**config.mk**
```make
export PLATFORM = sky130hd
export DESIGN_NAME = interval_capture_counter
export DESIGN_NICKNAME = d
export VERILOG_FILES = /design/src/rtl/interval_capture_counter.sv
export SDC_FILE = /design/constraint.sdc
export NUM_CORES = 1
export LEC_CHECK = 0
export BUFFER_PORTS_ARGS = -buffer_cell sky130_fd_sc_hd__buf_4
export CORE_MARGIN = 4
export CORE_UTILIZATION = 31
export DETAILED_ROUTE_END_ITERATION = 16
export PLACE_DENSITY = 0.61
export SLEW_MARGIN = 20
export SYNTH_ARGS = -nofsm -noshare
export SYNTH_HDL_FRONTEND = slang
export SYNTH_SLANG_ARGS = --single-unit
```
**constraint.sdc**
```tcl
create_clock -name clk -period 4.2 [get_ports clk]
set_clock_uncertainty 0.1 [all_clocks]
set_input_delay 0.42 -clock clk [delete_from_list [all_inputs] [get_ports clk]]
set_output_delay 0.42 -clock clk [all_outputs]
set_load 0.1 [all_outputs]
```
**src/rtl/interval_capture_counter.sv**
```systemverilog
module interval_capture_counter #(
  parameter int CNT_W = 10
) (
  input  logic             clk,
  input  logic             rst_n,
  input  logic             rate_tick,
  input  logic             trig_a,
  input  logic             trig_b,
  input  logic             meas_en,
  output logic [CNT_W-1:0] cap_value,
  output logic             cap_valid,
  output logic             shift_evt
);

  localparam logic [CNT_W-1:0] CNT_MAX = {CNT_W{1'b1}};

  logic [CNT_W-1:0] count;
  logic             fire;
  logic             at_max;

  assign fire   = meas_en & (trig_a | trig_b);
  assign at_max = (count == CNT_MAX);

  always_ff @(posedge clk or negedge rst_n) begin
    if (!rst_n)
      count <= '0;
    else if (!meas_en || fire)
      count <= '0;
    else if (rate_tick && !at_max)
      count <= count + 1'b1;
  end

  always_ff @(posedge clk or negedge rst_n) begin
    if (!rst_n)
      cap_value <= '0;
    else if (fire)
      cap_value <= count;
  end

  always_ff @(posedge clk or negedge rst_n) begin
    if (!rst_n) begin
      cap_valid <= 1'b0;
      shift_evt <= 1'b0;
    end else begin
      cap_valid <= fire;
      shift_evt <= fire;
    end
  end

endmodule

```
## Word level (Yosys, flattened, before mapping)

Index checks and enable logic that the tools add are counted.

- Flip-flop bits (word level): 21
- Input port bits: 6

- Add/subtract/negate cells: 1
- Equal/unequal tests: 1
- Multiplexer cells: 2
- Bitwise operators: 2
- Reductions and logical operators: 5

Operators with widths:

| operator | number |
|---|---|
| $mux 10 | 2 |
| $add 10x1->10 const B | 1 |
| $eq 10x10->1 const B | 1 |
| $logic_not 1->1 | 2 |
| $reduce_bool 2->1 | 1 |
| $and 1x1->1 | 1 |
| $logic_and 1x1->1 | 1 |
| $logic_or 1x1->1 | 1 |
| $or 1x1->1 | 1 |

## Longest topological paths before layout

- Word-level depth: 5
- Gate-level depth with buffers: 5
- Mapped depth without buffers: 5

## Worst setup path after synthesis

OpenSTA, ideal clock, no wires.

- Kind: reg2out
- From: reg, netlist name cap_valid
- To: out shift_evt
- Arrival: 1324 ps
- Data required time: 3680 ps
- Path slack: 2356 ps
- Stages on the path, launching flop included: 2
- Path buffers: 1
- Path through: dfrtp_1 buf_4

RTL lines:

| item | line | text |
|---|---|---|
| to (decl) | 12 | `output logic shift_evt` |

## Worst setup path after layout

- From: reg count[0]
- To: reg count[9]

- Cells in the longest elaborated chain, start to end: 4

RTL lines:

| item | line | text |
|---|---|---|
| from (decl) | 17 | `logic [CNT_W-1:0] count;` |
| from (signal assigned) | 30 | `count <= count + 1'b1;` |
| branches (longest 4 deep; another with $add 10x1->10) | - |  |

Several ways; the timed one is not identified. The select of a mux whose other input is x is not followed.
A chain may end at the register's enable or synchronous reset.

==> results.sh <==
export IMPL_cellLeakagePower_nw=0.567
export IMPL_grt_first_pass_wirelength_microns=3170
export IMPL_dr_first_iter_drc_count=29
export IMPL_drt_drc_violations_left=0
export IMPL_hold_path_startpoint="rate_tick"
export IMPL_die_width_microns=63.6
export IMPL_fp_dieH_microns=63.6
export IMPL_place_detailed_hpwl_microns=1280
export IMPL_routed_vias=687
export IMPL_synthesis_instances=81
export IMPL_synth_largest_type_area_fraction_pct=54.9
export IMPL_postLayoutSetupSlackWorst_ns=2.52
export IMPL_final_seq_area_sq_um=526
export IMPL_synthMostInstantiatedCell="sky130_fd_sc_hd__dfrtp_1"
export IMPL_min_period_over_period_pct=40.1
export IMPL_avgSynthCellArea_sq_um=11.8
export IMPL_final_instance_count_without_filler_cells=132
export IMPL_critical_path_peak_fanout=4
export IMPL_cts_made_buffers=3
export IMPL_postCtsHoldBufs=1
export IMPL_nets_finish=109
export IMPL_antenna_violating_nets_post_route=0
export IMPL_cpMaxStageDelayCell="sky130_fd_sc_hd__dfrtp_1"
export IMPL_fin_hold_ws_ns=0.362
export IMPL_status="finished clean"
export IMPL_numPortBuffers=17
export IMPL_crit_path_time_final_ns=1.68
export IMPL_insertion_delay_ns=0.29
export IMPL_end_kind="flop"
export IMPL_placementRows=19
export IMPL_cp_slowest_stage_delay_ns=0.43
export IMPL_detail_route_first_pass_iterations=4
export IMPL_netlist_top_cells_count="sky130_fd_sc_hd__dfrtp_1, sky130_fd_sc_hd__nor2_1, sky130_fd_sc_hd__mux2_2"
export IMPL_timing_fmax_ghz=0.594
export IMPL_layout_drive_gt1_share_pct=33.7
export IMPL_unrepaired_setup_endpoints_after_global_routing="no"
export IMPL_fp_dieArea_sq_mm=0.00404
export IMPL_gr_total_overflow=0
export IMPL_grt_antenna_before_repair=0
export IMPL_clk_path_buf_depth=2
export IMPL_synth_yosys_warnings=0
export IMPL_cts_tree="yes"
export IMPL_yosys_register_bits=21
export IMPL_synth_ff_type="sky130_fd_sc_hd__dfrtp_1"
export IMPL_max_slew_worst_pin_slew_ns=0.325
export IMPL_detailedPlace_worstSlack_ns=2.53
export IMPL_min_delay_path_class="in -> reg"
export IMPL_ctsRootBufferMaster="sky130_fd_sc_hd__clkbuf_4"
export IMPL_timing_max_cap_violations=0
export IMPL_final_report_hold_violation_count=0
export IMPL_n_diodes=0
export IMPL_design_core_area_sq_mm=0.00285
export IMPL_setup_tns_ns=0
export IMPL_clkTransAtPathRegs_ns=0.10
export IMPL_largest_net_degree_at_the_start_of_global_routing=22
export IMPL_crit_path_max_delay_family="flip-flops"
export IMPL_rr_startpoint="count[0]"
export IMPL_gp_congestion=0.832
export IMPL_postSynth_asyncResetShare_pct=100
export IMPL_vias_in_the_first_global_route=672
export IMPL_vdd_ir_drop_max_mv=0.213
export IMPL_initial_core_util_pct=33.6
export IMPL_synth_edf_count=0
export IMPL_post_synth_main_area_contributors="sky130_fd_sc_hd__dfrtp_1, sky130_fd_sc_hd__mux2_2, sky130_fd_sc_hd__nor2_1"
export IMPL_synthesis_area_sq_um=957
export IMPL_timing_final_setup_violations=0
export IMPL_clkSinkCount=21
export IMPL_drt_vias_per_instance=5.20
export IMPL_seq_area_frac_synth_pct=54.9
export IMPL_num_io_pins=18
export IMPL_finalWirelength_microns=1780
export IMPL_category_of_the_worst_setup_path_launch_point="flop"
export IMPL_grtUsageTotal_pct=9.81
export IMPL_cp_data_required_time_ns=4.29
export IMPL_timing_worst_setup_path_type="reg -> reg"
export IMPL_htree_levels=1
export IMPL_post_cts_setup_buffer_count=0
export IMPL_place_detailed_instances=127
export IMPL_worstPathCellList="ha_1, nand2_1, o211a_1, nand4_1, mux2_1"
export IMPL_multi_input_comb_area_sq_um=407
export IMPL_area_delta_synth_final_pct=20.1
export IMPL_setup_crit_start="count[0]"
export IMPL_route_detailed_wl_per_inst_microns=13.4
export IMPL_timing_critical_path_arrival_ns=1.77
export IMPL_utilization_of_the_core_after_routing_pct=40.3
export IMPL_max_slew_margin_pct=78.2
export IMPL_synthesis_nets=88
export IMPL_synth_distinct_cells=29
export IMPL_critical_path_n_buffers_inverters=0
export IMPL_timing_max_transition_violations_final=0
export IMPL_post_synth_top_area_cell="sky130_fd_sc_hd__dfrtp_1"
export IMPL_fillers=284
export IMPL_cellPowerDensity_mw_per_mm2=287
export IMPL_cts_resized=0
## placed cells by master (no fill, tap or decap), drive strengths merged
cell         instances
a211oi               1
a21oi                1
a31oi                2
and3                 2
and4                 2
buf                 18
clkbuf               4
dfrtp               21
dlygate4sd3          1
ha                   1
inv                  2
mux2                10
mux2i                2
nand2                5
nand3                2
nand4                2
nor2                11
nor3                 2
nor4                 1
o2111ai              1
o211a                1
o211ai               1
o21ai                4
o311ai               1
o31ai                1
xor2                 2
## through the flow
stage	instance area (sq um)	total power [W]
6_report	1150	0.000330
5_1_grt	1150	0.000345
4_1_cts	1150	0.000338
3_5_place_dp	1110	0.000243
3_3_place_gp	1110	0.000242
2_1_floorplan	957	0.000230
## final timing paths
check	endpoint	slack, ns	cells past startpoint
min in group asynchronous	cap_valid	0.43	2
max in group asynchronous	count[3]	3.36	2
worst max-delay path	count[9]	2.52	5
worst max register to register	count[9]	2.52	5
worst min-delay path	count[2]	0.36	3
worst min register to register	cap_value[5]	0.39	2
## state kept, by name (all words and copies together), names as in the netlist
name       cells
cap_value     10
count         10
cap_valid      1
## layout make-up
cell class                 count  share of cell area, %
sequential                    21                   45.7
clock buffer                   4                   2.29
inverter                       2                  0.653
multi-input combinational     55                   35.4
tap                           31                   3.37
timing repair buffer          19                   12.6
## layer usage
layer	GRT usage (%)	share of wire, %
met1	13.0	48
met2	15.0	45
met3	2.66	5.3
met4	4.04	1.7
met5	0	0
## cells by family (layout without fill, tap and decap cells)
group,after synthesis,in the layout,share of synthesized area [%]
fa+ha+maj,1,1,1.31
xor+xnor,2,2,1.83
flops,21,21,54.9
compound gates,13,13,9.67
mux,12,12,13.9
simple gates,27,27,15.8
buf+inv,5,25,2.62
## tightest hold or removal path, cell delays in order
cell and delay, ns:
sky130_fd_sc_hd__buf_4 0.11, sky130_fd_sc_hd__a21oi_1 0.06, sky130_fd_sc_hd__nor3_1 0.12
## power by group
part / switching, W / leakage (nW) / internal, W
clock: 0.0000550 / 0.0150 / 0.0000369
sequential: 0.000000942 / 0.291 / 0.000204
combinational: 0.0000242 / 0.261 / 0.00000992
total: 0.0000801 / 0.567 / 0.000250
Power figures use the tool's default switching activity.
